===== src/rtl/svl_pkg.sv =====
package svl_pkg;

  typedef enum logic [1:0] {
    ST_IDLE = 2'd0,
    ST_REQ  = 2'd1,
    ST_WAIT = 2'd2,
    ST_DONE = 2'd3
  } svl_state_e;

  // element address: (offset * index + base value) * stride, callers truncate
  function automatic logic [63:0] svl_elem_addr(input logic [63:0] ofs,
                                                input logic [63:0] idx,
                                                input logic [63:0] base,
                                                input logic [63:0] stride);
    return (ofs * idx + base) * stride;
  endfunction

  // an offset entry applies when enabled and its register field names the base
  function automatic logic svl_entry_hit(input logic        en,
                                         input logic [63:0] ent_reg,
                                         input logic [63:0] base_reg);
    return en && (ent_reg == base_reg);
  endfunction

  // register index after stepping by the element number, wrapping naturally
  function automatic logic [63:0] svl_reg_step(input logic [63:0] first,
                                               input logic [63:0] idx);
    return first + idx;
  endfunction

endpackage


===== src/rtl/svl_ofs_lookup.sv =====
module svl_ofs_lookup #(
  parameter int NUM_OFS = 2,
  parameter int RW      = 5,
  parameter int AW      = 32
) (
  input  logic [RW-1:0]         base_reg_i,
  input  logic [AW-1:0]         imm_i,
  input  logic [NUM_OFS-1:0]    ent_en_i,
  input  logic [NUM_OFS*RW-1:0] ent_reg_i,
  input  logic [NUM_OFS*AW-1:0] ent_amt_i,
  input  logic [NUM_OFS-1:0]    ent_imm_stride_i,
  output logic [AW-1:0]         ofs_o,
  output logic [AW-1:0]         stride_o
);

  logic [NUM_OFS-1:0] match;
  logic [AW-1:0]      ofs_ch [NUM_OFS+1];
  logic [AW-1:0]      str_ch [NUM_OFS+1];

  // fall-through values when no entry applies
  assign ofs_ch[NUM_OFS] = '0;
  assign str_ch[NUM_OFS] = AW'(1);

  // priority chain: a lower entry overrides everything above it
  for (genvar g = 0; g < NUM_OFS; g++) begin : g_ent
    assign match[g]  = svl_pkg::svl_entry_hit(ent_en_i[g],
                                              64'(ent_reg_i[g*RW +: RW]),
                                              64'(base_reg_i));
    assign ofs_ch[g] = match[g] ? ent_amt_i[g*AW +: AW] : ofs_ch[g+1];
    assign str_ch[g] = match[g] ? (ent_imm_stride_i[g] ? imm_i : AW'(1))
                                : str_ch[g+1];
  end

  assign ofs_o    = ofs_ch[0];
  assign stride_o = str_ch[0];

endmodule


===== src/rtl/svl_addr_gen.sv =====
module svl_addr_gen #(
  parameter int AW    = 32,
  parameter int LEN_W = 4
) (
  input  logic [AW-1:0]    ofs_i,
  input  logic [AW-1:0]    stride_i,
  input  logic [LEN_W-1:0] idx_i,
  input  logic [AW-1:0]    base_val_i,
  output logic [AW-1:0]    addr_o
);

  assign addr_o = AW'(svl_pkg::svl_elem_addr(64'(ofs_i), 64'(idx_i),
                                             64'(base_val_i), 64'(stride_i)));

endmodule


===== src/rtl/svl_elem_ctrl.sv =====
module svl_elem_ctrl #(
  parameter int LEN_W = 4
) (
  input  logic             clk,
  input  logic             rst_n,
  input  logic             start_i,
  input  logic [LEN_W-1:0] len_i,
  input  logic             req_ready_i,
  input  logic             rsp_valid_i,
  output logic             accept_o,
  output logic [LEN_W-1:0] idx_o,
  output logic             req_valid_o,
  output logic             wr_fire_o,
  output logic             last_o,
  output logic             busy_o,
  output logic             done_o
);

  import svl_pkg::*;

  svl_state_e       state_q, state_d;
  logic [LEN_W-1:0] idx_q, idx_d;
  logic [LEN_W-1:0] len_q, len_d;

  assign accept_o    = start_i && (state_q == ST_IDLE);
  assign req_valid_o = (state_q == ST_REQ);
  assign wr_fire_o   = (state_q == ST_WAIT) && rsp_valid_i;
  assign last_o      = (idx_q == len_q - LEN_W'(1));
  assign busy_o      = (state_q != ST_IDLE);
  assign done_o      = (state_q == ST_DONE);
  assign idx_o       = idx_q;

  always_comb begin
    state_d = state_q;
    idx_d   = idx_q;
    len_d   = len_q;
    unique case (state_q)
      ST_IDLE: begin
        if (start_i) begin
          len_d   = len_i;
          idx_d   = '0;
          state_d = (len_i == '0) ? ST_DONE : ST_REQ;
        end
      end
      ST_REQ: begin
        if (req_ready_i) state_d = ST_WAIT;
      end
      ST_WAIT: begin
        if (rsp_valid_i) begin
          if (last_o) begin
            state_d = ST_DONE;
          end else begin
            idx_d   = idx_q + LEN_W'(1);
            state_d = ST_REQ;
          end
        end
      end
      ST_DONE: state_d = ST_IDLE;
      default: state_d = ST_IDLE;
    endcase
  end

  always_ff @(posedge clk or negedge rst_n) begin
    if (!rst_n) begin
      state_q <= ST_IDLE;
      idx_q   <= '0;
      len_q   <= '0;
    end else begin
      state_q <= state_d;
      idx_q   <= idx_d;
      len_q   <= len_d;
    end
  end

endmodule


===== src/rtl/svl_sequencer.sv =====
module svl_sequencer #(
  parameter int RW      = 5,
  parameter int AW      = 32,
  parameter int DW      = 32,
  parameter int MAX_LEN = 8,
  parameter int NUM_OFS = 2,
  localparam int LEN_W  = $clog2(MAX_LEN + 1)
) (
  input  logic                  clk,
  input  logic                  rst_n,
  input  logic                  start,
  input  logic [RW-1:0]         start_dst,
  input  logic [RW-1:0]         start_base,
  input  logic [AW-1:0]         start_imm,
  input  logic [LEN_W-1:0]      start_len,
  input  logic [NUM_OFS-1:0]    ofs_en,
  input  logic [NUM_OFS*RW-1:0] ofs_reg,
  input  logic [NUM_OFS*AW-1:0] ofs_amt,
  input  logic [NUM_OFS-1:0]    ofs_imm_stride,
  output logic [RW-1:0]         rd_addr,
  input  logic [DW-1:0]         rd_data,
  output logic                  mem_req_valid,
  input  logic                  mem_req_ready,
  output logic [AW-1:0]         mem_req_addr,
  input  logic                  mem_rsp_valid,
  input  logic [DW-1:0]         mem_rsp_data,
  output logic                  wr_en,
  output logic [RW-1:0]         wr_addr,
  output logic [DW-1:0]         wr_data,
  output logic                  busy,
  output logic                  done
);

  // named internal events, visible to the bound checker
  logic             start_accept;
  logic             elem_last;
  logic [LEN_W-1:0] elem_idx;

  logic [AW-1:0]    ofs_sel, stride_sel;
  logic [AW-1:0]    ofs_q, stride_q;
  logic [RW-1:0]    dst_q, base_q;
  logic [AW-1:0]    base_val;

  svl_ofs_lookup #(
    .NUM_OFS(NUM_OFS), .RW(RW), .AW(AW)
  ) u_lookup (
    .base_reg_i       (start_base),
    .imm_i            (start_imm),
    .ent_en_i         (ofs_en),
    .ent_reg_i        (ofs_reg),
    .ent_amt_i        (ofs_amt),
    .ent_imm_stride_i (ofs_imm_stride),
    .ofs_o            (ofs_sel),
    .stride_o         (stride_sel)
  );

  svl_elem_ctrl #(
    .LEN_W(LEN_W)
  ) u_ctrl (
    .clk         (clk),
    .rst_n       (rst_n),
    .start_i     (start),
    .len_i       (start_len),
    .req_ready_i (mem_req_ready),
    .rsp_valid_i (mem_rsp_valid),
    .accept_o    (start_accept),
    .idx_o       (elem_idx),
    .req_valid_o (mem_req_valid),
    .wr_fire_o   (wr_en),
    .last_o      (elem_last),
    .busy_o      (busy),
    .done_o      (done)
  );

  // operation context, captured once per accepted start
  always_ff @(posedge clk or negedge rst_n) begin
    if (!rst_n) begin
      dst_q    <= '0;
      base_q   <= '0;
      ofs_q    <= '0;
      stride_q <= AW'(1);
    end else if (start_accept) begin
      dst_q    <= start_dst;
      base_q   <= start_base;
      ofs_q    <= ofs_sel;
      stride_q <= stride_sel;
    end
  end

  assign rd_addr  = RW'(svl_pkg::svl_reg_step(64'(base_q), 64'(elem_idx)));
  assign wr_addr  = RW'(svl_pkg::svl_reg_step(64'(dst_q), 64'(elem_idx)));
  assign wr_data  = mem_rsp_data;
  assign base_val = AW'(rd_data);

  svl_addr_gen #(
    .AW(AW), .LEN_W(LEN_W)
  ) u_addr (
    .ofs_i      (ofs_q),
    .stride_i   (stride_q),
    .idx_i      (elem_idx),
    .base_val_i (base_val),
    .addr_o     (mem_req_addr)
  );

endmodule


===== config.mk =====
export PLATFORM = sky130hd
export DESIGN_NAME = svl_sequencer
export DESIGN_NICKNAME = d
export VERILOG_FILES = /design/src/rtl/svl_pkg.sv /design/src/rtl/svl_ofs_lookup.sv /design/src/rtl/svl_addr_gen.sv /design/src/rtl/svl_elem_ctrl.sv /design/src/rtl/svl_sequencer.sv
export SDC_FILE = /design/constraint.sdc
export NUM_CORES = 2
export LEC_CHECK = 0
export CORE_AREA = 5 5 238 240
export CTS_CLUSTER_DIAMETER = 100
export DETAILED_ROUTE_END_ITERATION = 16
export DIE_AREA = 0 0 243 245
export PLACE_DENSITY_LB_ADDON = 0.1
export SLEW_MARGIN = 10
export SYNTH_ARGS = -nofsm -noshare
export SYNTH_HDL_FRONTEND = slang
export SYNTH_SLANG_ARGS = --single-unit

===== constraint.sdc =====
create_clock -name clk -period 43.3 [get_ports clk]
set_clock_uncertainty 0.05 [all_clocks]
set_input_delay 8.66 -clock clk [delete_from_list [all_inputs] [get_ports clk]]
set_output_delay 8.66 -clock clk [all_outputs]
set_load 0.02 [all_outputs]

==> run metrics <==
status completed; total power 1.18 mW; beginning of the critical path rd_data[2]; crit-path max cell delay 0.64 ns; GP Congestion 0.890; r2r setup slk 40.41 ns; Leakage Power 12.8 nW; # IOs 271; sequential fraction of the synthesis area 0.0872; layout cells sized above 1 0.0278; hold depth 2; max-slew violation count 0; Global Route Usage Sum 0.222; Worst-Skew Late Latency 0.36 ns; Finished Layout Cells 3440; Hold Path Class reg -> reg; Slowest-stage cell, CP clkdlybuf4s50_1; asr flop ratio synth 1.00; worst reg-to-reg path cell count 7; largest net degree at the start of global routing 56; synthesized cell area 0.0241 mm²; Routed Antenna Nets 0; Hold-fix buffers, CTS 0; CTS Root Cell clkbuf_16; worst rel slew slack 0.221; count leader, synth fa_1; PortBufs 206; Die ar. 0.0595 mm²; Pre-antenna DRT Iters 5; total core area 0.0544 mm²; final worst-path cycle share 0.670; total clock buffers created by CTS 9; via count 17800; max-cap viol count 0; Clk pin slew, worst setup/hold paths 0.07 ns; area leader, netlist fa_1; H-tree level count 3; postcts setup bufs 0; Avg Inst Size Synth 9.11 µm²; final setup TNS 0 ns; die width 243 µm; die height 245 µm; first-pass GRT wire length 106 mm; Distinct cells, synth 67; post-synthesis sequential element count 84; Clock Sinks 84; initial antenna violation count 4; CP Launch Type input pin; dpl cells 3423; total gr overflow 0; critical path's most frequent cell fa_1; Top Family by Delay on Critical Path adder cells; Hold Startpoint base_q[0]; Post-synth EDFFs 0; Initial Utilization 0.443; clock buffer depth 2; pwr dens 43.9 mW/mm²; total wire length after detailed routing 64.7 mm; WP data arrival 20.30 ns; Setup Viol. Count Final 0; Crit Path Class in -> out; Worst path depth 36; half-perimeter wire length after placement 53.3 mm; fmax 34.5 MHz; final hold vios 0; Peak VDD IR 0.0532 mV; crit path time final 29.01 ns; launch point of the worst reg-to-reg path u_ctrl.idx_o[3]; Synth top area share 0.412; CTS tree done; crit path capture type output port; Layout Nets 3587; cell count after synthesis 2647; via/cell ratio 5.17; Post-route DRC 0; top post-synthesis cells by count fa_1 (496), inv_1 (458), nand2_1 (367); Worst Path Max Fanout 4; Worst Path Required 34.59 ns; synth warn 0; Worst-Margin Slew 1.17 ns; top_reg_cell synth dfrtp_1; WL per Instance 18.8 µm; Detailed Route Iter0 Violations 735; # resized after CTS 0; vias in the first global route 19600; Area growth, synth to finish 11.9%; leading post-synthesis cells by cell area fa_1 (41%), ha_1 (8.7%), dfrtp_1 (8.6%), and2_1 (7.2%), inv_1 (7.1%); Net Count, Synth 3504; WP buf/inv 4; RSZ-0062 raised after global routing false; row cnt 86
[power by group]
part | leakage [nW] | switching, mW | total (mW) | internal [mW]
Clock | 0.150 | 0.0357 | 0.0814 | 0.0457
Combinational | 11.6 | 0.580 | 0.970 | 0.390
Sequential | 1.08 | 0.0307 | 0.133 | 0.103
Total | 12.8 | 0.646 | 1.18 | 0.538
[layout make-up]
class | instances | area, µm²
Inverter | 458 | 1720
Fill cell | 5268 | 27500
Tap cell | 704 | 881
Clock buffer | 9 | 225
Clock inverter | 7 | 82.6
Antenna cell | 1 | 2.50
Timing Repair Buffer | 239 | 2310
Sequential cell | 84 | 2100
Multi-Input combinational cell | 1938 | 19700
[cells by family after synthesis]
kind of cell | after synthesis | synth area share
fa+ha+maj | 664 | 0.499
compound gates | 241 | 0.0719
xor+xnor | 122 | 0.0506
simple gates | 904 | 0.186
mux | 7 | 0.00296
flops | 84 | 0.0872
buf+inv | 625 | 0.103
[registers in the layout, summed over array words and instances, names as in the netlist]
name	count
base_q	5
dst_q	5
ofs_q	32
stride_q	32
u_ctrl.idx_o	4
u_ctrl.len_q	4
u_ctrl.state_q	2
[worst paths after layout]
check                                        end
worst max-delay path            mem_req_addr[31]
worst min-delay path                   base_q[0]
worst max register to register   u_ctrl.idx_o[3]
worst min register to register         base_q[0]
max in group asynchronous           stride_q[10]
min in group asynchronous              base_q[0]
[worst min-delay path: stages (launching register included)]
cell	delay (ns)
dfrtp_1	0.34
nand2_1	0.05
nand2_1	0.05
[cells in the final DEF, fill, tap and decap left out, drive strengths merged, types with 31 or more instances in the layout]
cell type      count
a21o              33
a21oi             48
a221oi            35
a22o              31
and2             277
buf               34
clkdlybuf4s50    205
dfrtp             83
fa               496
ha               168
inv              461
nand2            367
nand2b            35
nor2             102
nor2b             43
xnor2             79
xor2              33
[stage by stage]
step	util	setup WS (ns)	hold WS (ns)	instance area [µm²]
6_report	0.495	14.29	0.429	27000
5_1_grt	0.495	13.70	0.463	27000
4_1_cts	0.495	14.17	0.435	27000
3_5_place_dp	0.489	14.17	0.418	26600
3_3_place_gp	0.489	14.33	0.413	26600
2_1_floorplan	-	16.02	0.400	24100
[per-layer routing]
layer  wire [µm]  part of all wire  track usage
met1       28700              0.44        0.301
met2       32400              0.50        0.392
met3        2480             0.038       0.0258
met4         979             0.015       0.0409
met5          46           0.00071            0
Note: power is estimated with default switching activity, not from simulation.
